`src/rtl/i2c_addr_hold_pkg.sv`:
```
package i2c_addr_hold_pkg;

   typedef enum logic [2:0] {
      PH_IDLE,
      PH_DATA,
      PH_WAIT9,
      PH_HOLD,
      PH_SETUP,
      PH_ACK,
      PH_ACK_HI
   } phase_t;

endpackage

```
`src/rtl/ahold_edge.sv`:
```
module ahold_edge #(
   parameter int SYNC_STAGES = 2
) (
   input  logic clk,
   input  logic rst_n,
   input  logic scl_in,
   input  logic sda_in,
   output logic scl_rise,
   output logic scl_fall,
   output logic sda_s
);

   logic scl_s;
   logic scl_q;

   generate
      if (SYNC_STAGES == 0) begin : g_direct
         assign scl_s = scl_in;
         assign sda_s = sda_in;
      end else begin : g_sync
         logic [SYNC_STAGES-1:0][1:0] chain;
         always_ff @(posedge clk or negedge rst_n) begin
            if (!rst_n) begin
               for (int i = 0; i < SYNC_STAGES; i++) chain[i] <= 2'b11;
            end else begin
               for (int i = SYNC_STAGES-1; i > 0; i--) chain[i] <= chain[i-1];
               chain[0] <= {scl_in, sda_in};
            end
         end
         assign scl_s = chain[SYNC_STAGES-1][1];
         assign sda_s = chain[SYNC_STAGES-1][0];
      end
   endgenerate

   always_ff @(posedge clk or negedge rst_n) begin
      if (!rst_n) scl_q <= 1'b1;
      else        scl_q <= scl_s;
   end

   assign scl_rise = scl_s & ~scl_q;
   assign scl_fall = ~scl_s & scl_q;

endmodule

```
`src/rtl/ahold_shift.sv`:
```
module ahold_shift #(
   parameter int DATA_W        = 8,
   parameter int EARLY_CAPTURE = 0
) (
   input  logic              clk,
   input  logic              rst_n,
   input  logic              clear,
   input  logic              take,
   input  logic              fall_tick,
   input  logic              sda_s,
   output logic              byte_done,
   output logic [DATA_W-1:0] rx_data,
   output logic              rx_valid
);

   localparam int CNT_W = $clog2(DATA_W + 1);
   localparam logic [CNT_W-1:0] LAST = CNT_W'(DATA_W - 1);

   logic [DATA_W-2:0] sh;
   logic [CNT_W-1:0]  cnt;
   logic              cap_evt;
   logic [DATA_W-1:0] cap_val;

   always_ff @(posedge clk or negedge rst_n) begin
      if (!rst_n) begin
         sh  <= '0;
         cnt <= '0;
      end else if (clear) begin
         sh  <= '0;
         cnt <= '0;
      end else if (take) begin
         sh  <= {sh[DATA_W-3:0], sda_s};
         cnt <= cnt + 1'b1;
      end
   end

   assign byte_done = take && (cnt == LAST);
   assign cap_evt   = (EARLY_CAPTURE != 0) ? (fall_tick && (cnt == LAST)) : byte_done;

   generate
      if (EARLY_CAPTURE != 0) begin : g_early
         assign cap_val = {1'b0, sh};
      end else begin : g_full
         assign cap_val = {sh, sda_s};
      end
   endgenerate

   always_ff @(posedge clk or negedge rst_n) begin
      if (!rst_n) begin
         rx_data  <= '0;
         rx_valid <= 1'b0;
      end else begin
         rx_valid <= cap_evt && !clear;
         if (cap_evt && !clear) rx_data <= cap_val;
      end
   end

endmodule

```
`src/rtl/ahold_ctrl.sv`:
```
module ahold_ctrl
   import i2c_addr_hold_pkg::*;
#(
   parameter int ACK_SETUP = 4
) (
   input  logic   clk,
   input  logic   rst_n,
   input  logic   start_det,
   input  logic   scl_rise,
   input  logic   scl_fall,
   input  logic   byte_done,
   input  logic   hold_en,
   input  logic   ack_en,
   output phase_t phase,
   output logic   scl_low,
   output logic   sda_low
);

   localparam int TMR_W = $clog2(ACK_SETUP + 1);
   localparam logic [TMR_W-1:0] TMR_END = TMR_W'(ACK_SETUP - 1);

   logic [TMR_W-1:0] tmr;

   always_ff @(posedge clk or negedge rst_n) begin
      if (!rst_n) begin
         phase   <= PH_IDLE;
         scl_low <= 1'b0;
         sda_low <= 1'b0;
         tmr     <= '0;
      end else if (start_det) begin
         phase   <= PH_DATA;
         scl_low <= 1'b0;
         sda_low <= 1'b0;
         tmr     <= '0;
      end else begin
         case (phase)
            PH_DATA: begin
               if (byte_done) phase <= PH_WAIT9;
            end
            PH_WAIT9: begin
               if (scl_fall) begin
                  if (hold_en) begin
                     phase   <= PH_HOLD;
                     scl_low <= 1'b1;
                  end else begin
                     phase   <= PH_ACK;
                     sda_low <= ack_en;
                  end
               end
            end
            PH_HOLD: begin
               if (!hold_en) begin
                  phase   <= PH_SETUP;
                  sda_low <= ack_en;
                  tmr     <= '0;
               end
            end
            PH_SETUP: begin
               if (tmr == TMR_END) begin
                  phase   <= PH_ACK;
                  scl_low <= 1'b0;
               end else begin
                  tmr <= tmr + 1'b1;
               end
            end
            PH_ACK: begin
               if (scl_rise) phase <= PH_ACK_HI;
            end
            PH_ACK_HI: begin
               if (scl_fall) begin
                  phase   <= PH_IDLE;
                  sda_low <= 1'b0;
               end
            end
            default: phase <= PH_IDLE;
         endcase
      end
   end

endmodule

```
`src/rtl/i2c_addr_hold.sv`:
```
module i2c_addr_hold
   import i2c_addr_hold_pkg::*;
#(
   parameter int DATA_W        = 8,
   parameter int SYNC_STAGES   = 2,
   parameter int ACK_SETUP     = 4,
   parameter int EARLY_CAPTURE = 0
) (
   input  logic              clk,
   input  logic              rst_n,
   input  logic              scl_in,
   input  logic              sda_in,
   input  logic              start_det,
   input  logic              hold_en,
   input  logic              ack_en,
   output logic [DATA_W-1:0] rx_data,
   output logic              rx_valid,
   output logic              scl_drive_low,
   output logic              sda_drive_low
);

   generate
      if (DATA_W < 3) begin : g_bad_width
         $error("i2c_addr_hold: DATA_W must be at least 3");
      end
      if (SYNC_STAGES < 0 || SYNC_STAGES > 4) begin : g_bad_sync
         $error("i2c_addr_hold: SYNC_STAGES must be 0..4");
      end
      if (ACK_SETUP < 1) begin : g_bad_setup
         $error("i2c_addr_hold: ACK_SETUP must be at least 1");
      end
      if (EARLY_CAPTURE != 0 && EARLY_CAPTURE != 1) begin : g_bad_mode
         $error("i2c_addr_hold: EARLY_CAPTURE must be 0 or 1");
      end
   endgenerate

   logic   scl_rise;
   logic   scl_fall;
   logic   sda_s;
   logic   byte_done;
   phase_t phase;
   logic   in_data;

   ahold_edge #(
      .SYNC_STAGES (SYNC_STAGES)
   ) u_edge (
      .clk      (clk),
      .rst_n    (rst_n),
      .scl_in   (scl_in),
      .sda_in   (sda_in),
      .scl_rise (scl_rise),
      .scl_fall (scl_fall),
      .sda_s    (sda_s)
   );

   assign in_data = (phase == PH_DATA);

   ahold_shift #(
      .DATA_W        (DATA_W),
      .EARLY_CAPTURE (EARLY_CAPTURE)
   ) u_shift (
      .clk       (clk),
      .rst_n     (rst_n),
      .clear     (start_det),
      .take      (scl_rise && in_data && !start_det),
      .fall_tick (scl_fall && in_data),
      .sda_s     (sda_s),
      .byte_done (byte_done),
      .rx_data   (rx_data),
      .rx_valid  (rx_valid)
   );

   ahold_ctrl #(
      .ACK_SETUP (ACK_SETUP)
   ) u_ctrl (
      .clk       (clk),
      .rst_n     (rst_n),
      .start_det (start_det),
      .scl_rise  (scl_rise),
      .scl_fall  (scl_fall),
      .byte_done (byte_done),
      .hold_en   (hold_en),
      .ack_en    (ack_en),
      .phase     (phase),
      .scl_low   (scl_drive_low),
      .sda_low   (sda_drive_low)
   );

endmodule

```
`config.mk`:
```
export PLATFORM = sky130hd
export DESIGN_NAME = i2c_addr_hold
export DESIGN_NICKNAME = d
export VERILOG_FILES = /design/src/rtl/i2c_addr_hold_pkg.sv /design/src/rtl/ahold_edge.sv /design/src/rtl/ahold_shift.sv /design/src/rtl/ahold_ctrl.sv /design/src/rtl/i2c_addr_hold.sv
export SDC_FILE = /design/constraint.sdc
export NUM_CORES = 1
export LEC_CHECK = 0
export ABC_CLOCK_PERIOD_IN_PS = 5800
export BUFFER_PORTS_ARGS = -buffer_cell sky130_fd_sc_hd__buf_2
export CAP_MARGIN = 20
export CORE_AREA = 2 2 70 72
export CTS_CLUSTER_SIZE = 25
export DETAILED_ROUTE_END_ITERATION = 6
export DIE_AREA = 0 0 72 74
export REMOVE_ABC_BUFFERS = 1
export SLEW_MARGIN = 10
export SYNTH_ARGS = -nofsm -noshare
export SYNTH_HDL_FRONTEND = slang
export SYNTH_HIERARCHICAL = 1
export SYNTH_SLANG_ARGS = --single-unit
```
`constraint.sdc`:
```
create_clock -name clk -period 5.8 [get_ports clk]
set_input_delay 0.29 -clock clk [delete_from_list [all_inputs] [get_ports clk]]
set_output_delay 0.29 -clock clk [all_outputs]
set_load 0.1 [all_outputs]
```
==> flow_metrics.py <==
metrics = {
    "status": {
        "outcome": "finished, final reports clean",
    },
    "cells_and_area": {
        "finalNonFillerCells": 194,
        "final_common_cell": "dfrtp_1",
        "final_nets": 149,
        "syn_to_final_growth_pct": 16.0,
        "drive_gt1_share_pct": 35.7,
        "insertedDiodeCount": 0,
        "layout_common_cells": "28 x dfrtp_1, 17 x buf_2, 16 x nor2_1",
    },
    "worst_setup_path": {
        "rr_worst_depth": 8,
        "worstPathCellList": "nand2b_4, nor4b_4, nand2_1, nor3b_1, mux2_2, o22ai_2, a31oi_2, mux2_4",
        "cp.arrival_ns": 2.98,
        "crit_start": "u_ctrl/phase[1]",
        "worstPathMaxFanout": 11,
        "slowest_delay_ns": 0.68,
        "cp-start-kind": "register",
        "end_kind": "register",
        "r2r_start": "u_ctrl/phase[1]",
        "crit_type": "register to register",
        "slowest_stage": "nor4b_4",
        "cp_data_required_time_ns": 5.96,
    },
    "drt": {
        "avgRoutedWirePerCell_um": 13.3,
        "drt-vias-per-instance": 4.93,
        "firstDrtPassIters": 4,
        "drtIter0Drc": 51,
        "ant_nets": 0,
        "drt-total-wl_um": 2580,
        "drc": 0,
        "vias": 956,
    },
    "global_routing": {
        "grt_max_degree": 34,
        "grt_pass1_vias": 967,
        "antenna_found_initial": 0,
        "grt_pass1_wl_um": 4400,
        "grt_overflow": 0,
        "grt_usage_pct": 10.8,
    },
    "floorplan": {
        "start_util_pct": 32.6,
        "die_h_um": 74,
        "rows": 25,
        "coreArea_um2": 4600,
        "io_pins": 18,
        "die_x_um": 72,
        "dieArea_um2": 5330,
    },
    "sta": {
        "rsz0062_at_grt": "false",
        "max_freq_mhz": 354,
        "worstMarginPinSlew_ns": 0.792,
        "final-hold-violation-count": 0,
        "fin_setup_tns_ns": 0,
        "drv_slew": 0,
        "slew_headroom_pct": 47.0,
        "min_period_ns": 2.82,
        "fin_skew_ns": 0.00616,
        "finalSetupViolCount": 0,
        "fin_crit_sh_pct": 48.6,
    },
    "flow_run": {
        "drv_cap": 0,
    },
    "placement": {
        "gp_congestion": 0.755,
        "post-dp-hpwl_um": 1740,
        "dp.cells": 186,
        "port_buffers": 17,
    },
    "logic_synthesis": {
        "synth_cells": 118,
        "syn_area_um2": 1500,
        "syn_area_per_cell_um2": 12.7,
        "yosysWarnings": 6,
    },
    "clock_network": {
        "cts_tree": "done",
        "cts_buffers": 5,
        "root_buffer": "clkbuf_8",
        "clock-sinks": 33,
        "path_clk_slew_ns": 0.07,
        "cts_resized": 0,
        "cts_buffer_depth": 2,
        "post_cts_buffers": 0,
        "clock_latency_ns": 0.28,
        "ctsHoldBuffers": 0,
        "cts_max_level": 2,
    },
    "power_and_ir_drop": {
        "p_total_uw": 616,
        "p_leak_nw": 0.832,
        "power_density_nw_per_um2": 354,
        "peakVddDrop_uv": 130,
    },
    "min_path": {
        "hp-class": "primary input to asynchronous set/reset pin",
    },
}
## final timing paths
| kind | slack, ns | to |
|---|---|---|
| setup / recovery | 2.98 | u_ctrl/phase[2] |
| hold / removal | 0.06 | u_ctrl/phase[1] |
| setup reg to reg | 2.98 | u_ctrl/phase[2] |
| hold reg to reg | 0.36 | u_edge/sda_s |
| max in group asynchronous | 5.28 | u_shift/cnt[3] |
| min in group clk | 0.10 | u_edge/g_sync.chain[1] |
## critical path: cells and delay by family, from the launching register on
kind	cells	cell delay, ns
and+or+nand+nor	4	1.39
muxes	2	0.52
DFF	1	0.49
AOI/OAI and AO/OA	2	0.31
## per-stage QoR
step	setup WS [ns]	util, %	hold WS, ns	cell area [µm²]
after CTS	2.96	37.9	0.0853	1740
after global routing	2.75	37.9	0.0853	1740
after global placement	3.03	35.5	0.346	1630
after floorplan	3.22	-	-0.00559	1480
final	2.98	37.9	0.0621	1740
after detailed placement	2.99	35.5	0.347	1630
## flip-flops by register name, indices dropped and copies added (netlist names)
name and count:
u_shift/sh 7, u_ctrl/tmr 3, u_ctrl/phase 3, u_ctrl/sda_low 1, u_shift/rx_valid 1, u_shift/cnt 4
u_edge/sda_s 1, u_edge/g_sync.chain 3, u_edge/scl_q 1, u_shift/rx_data 8, u_ctrl/scl_low 1
## report_power, final
part           total, mW  switching, mW  internal [mW]
logic              0.130         0.0699         0.0597
registers          0.280         0.0321          0.248
clock network      0.207         0.0794          0.127
total              0.616          0.181          0.435
## area by class of cell
type                            instances  area (µm²)
Clock buffer                            6        72.6
Clock inverter                          2        35.0
Fill cell                             450        2860
Inverter                                3        11.3
Multi-Input combinational cell         79         637
Sequential cell                        33         832
Tap cell                               54        67.6
Timing Repair Buffer                   17        85.1
## layer usage
metal / up-vias / global-route usage (%) / wire (µm)
met3: 6 / 3.79 / 136
met4: 0 / 6.08 / 48
met1: 474 / 13.1 / 1170
met5: - / 0 / 0
li1: 455 / - / -
met2: 21 / 16.8 / 1220
Power figures use the tool's default switching activity.
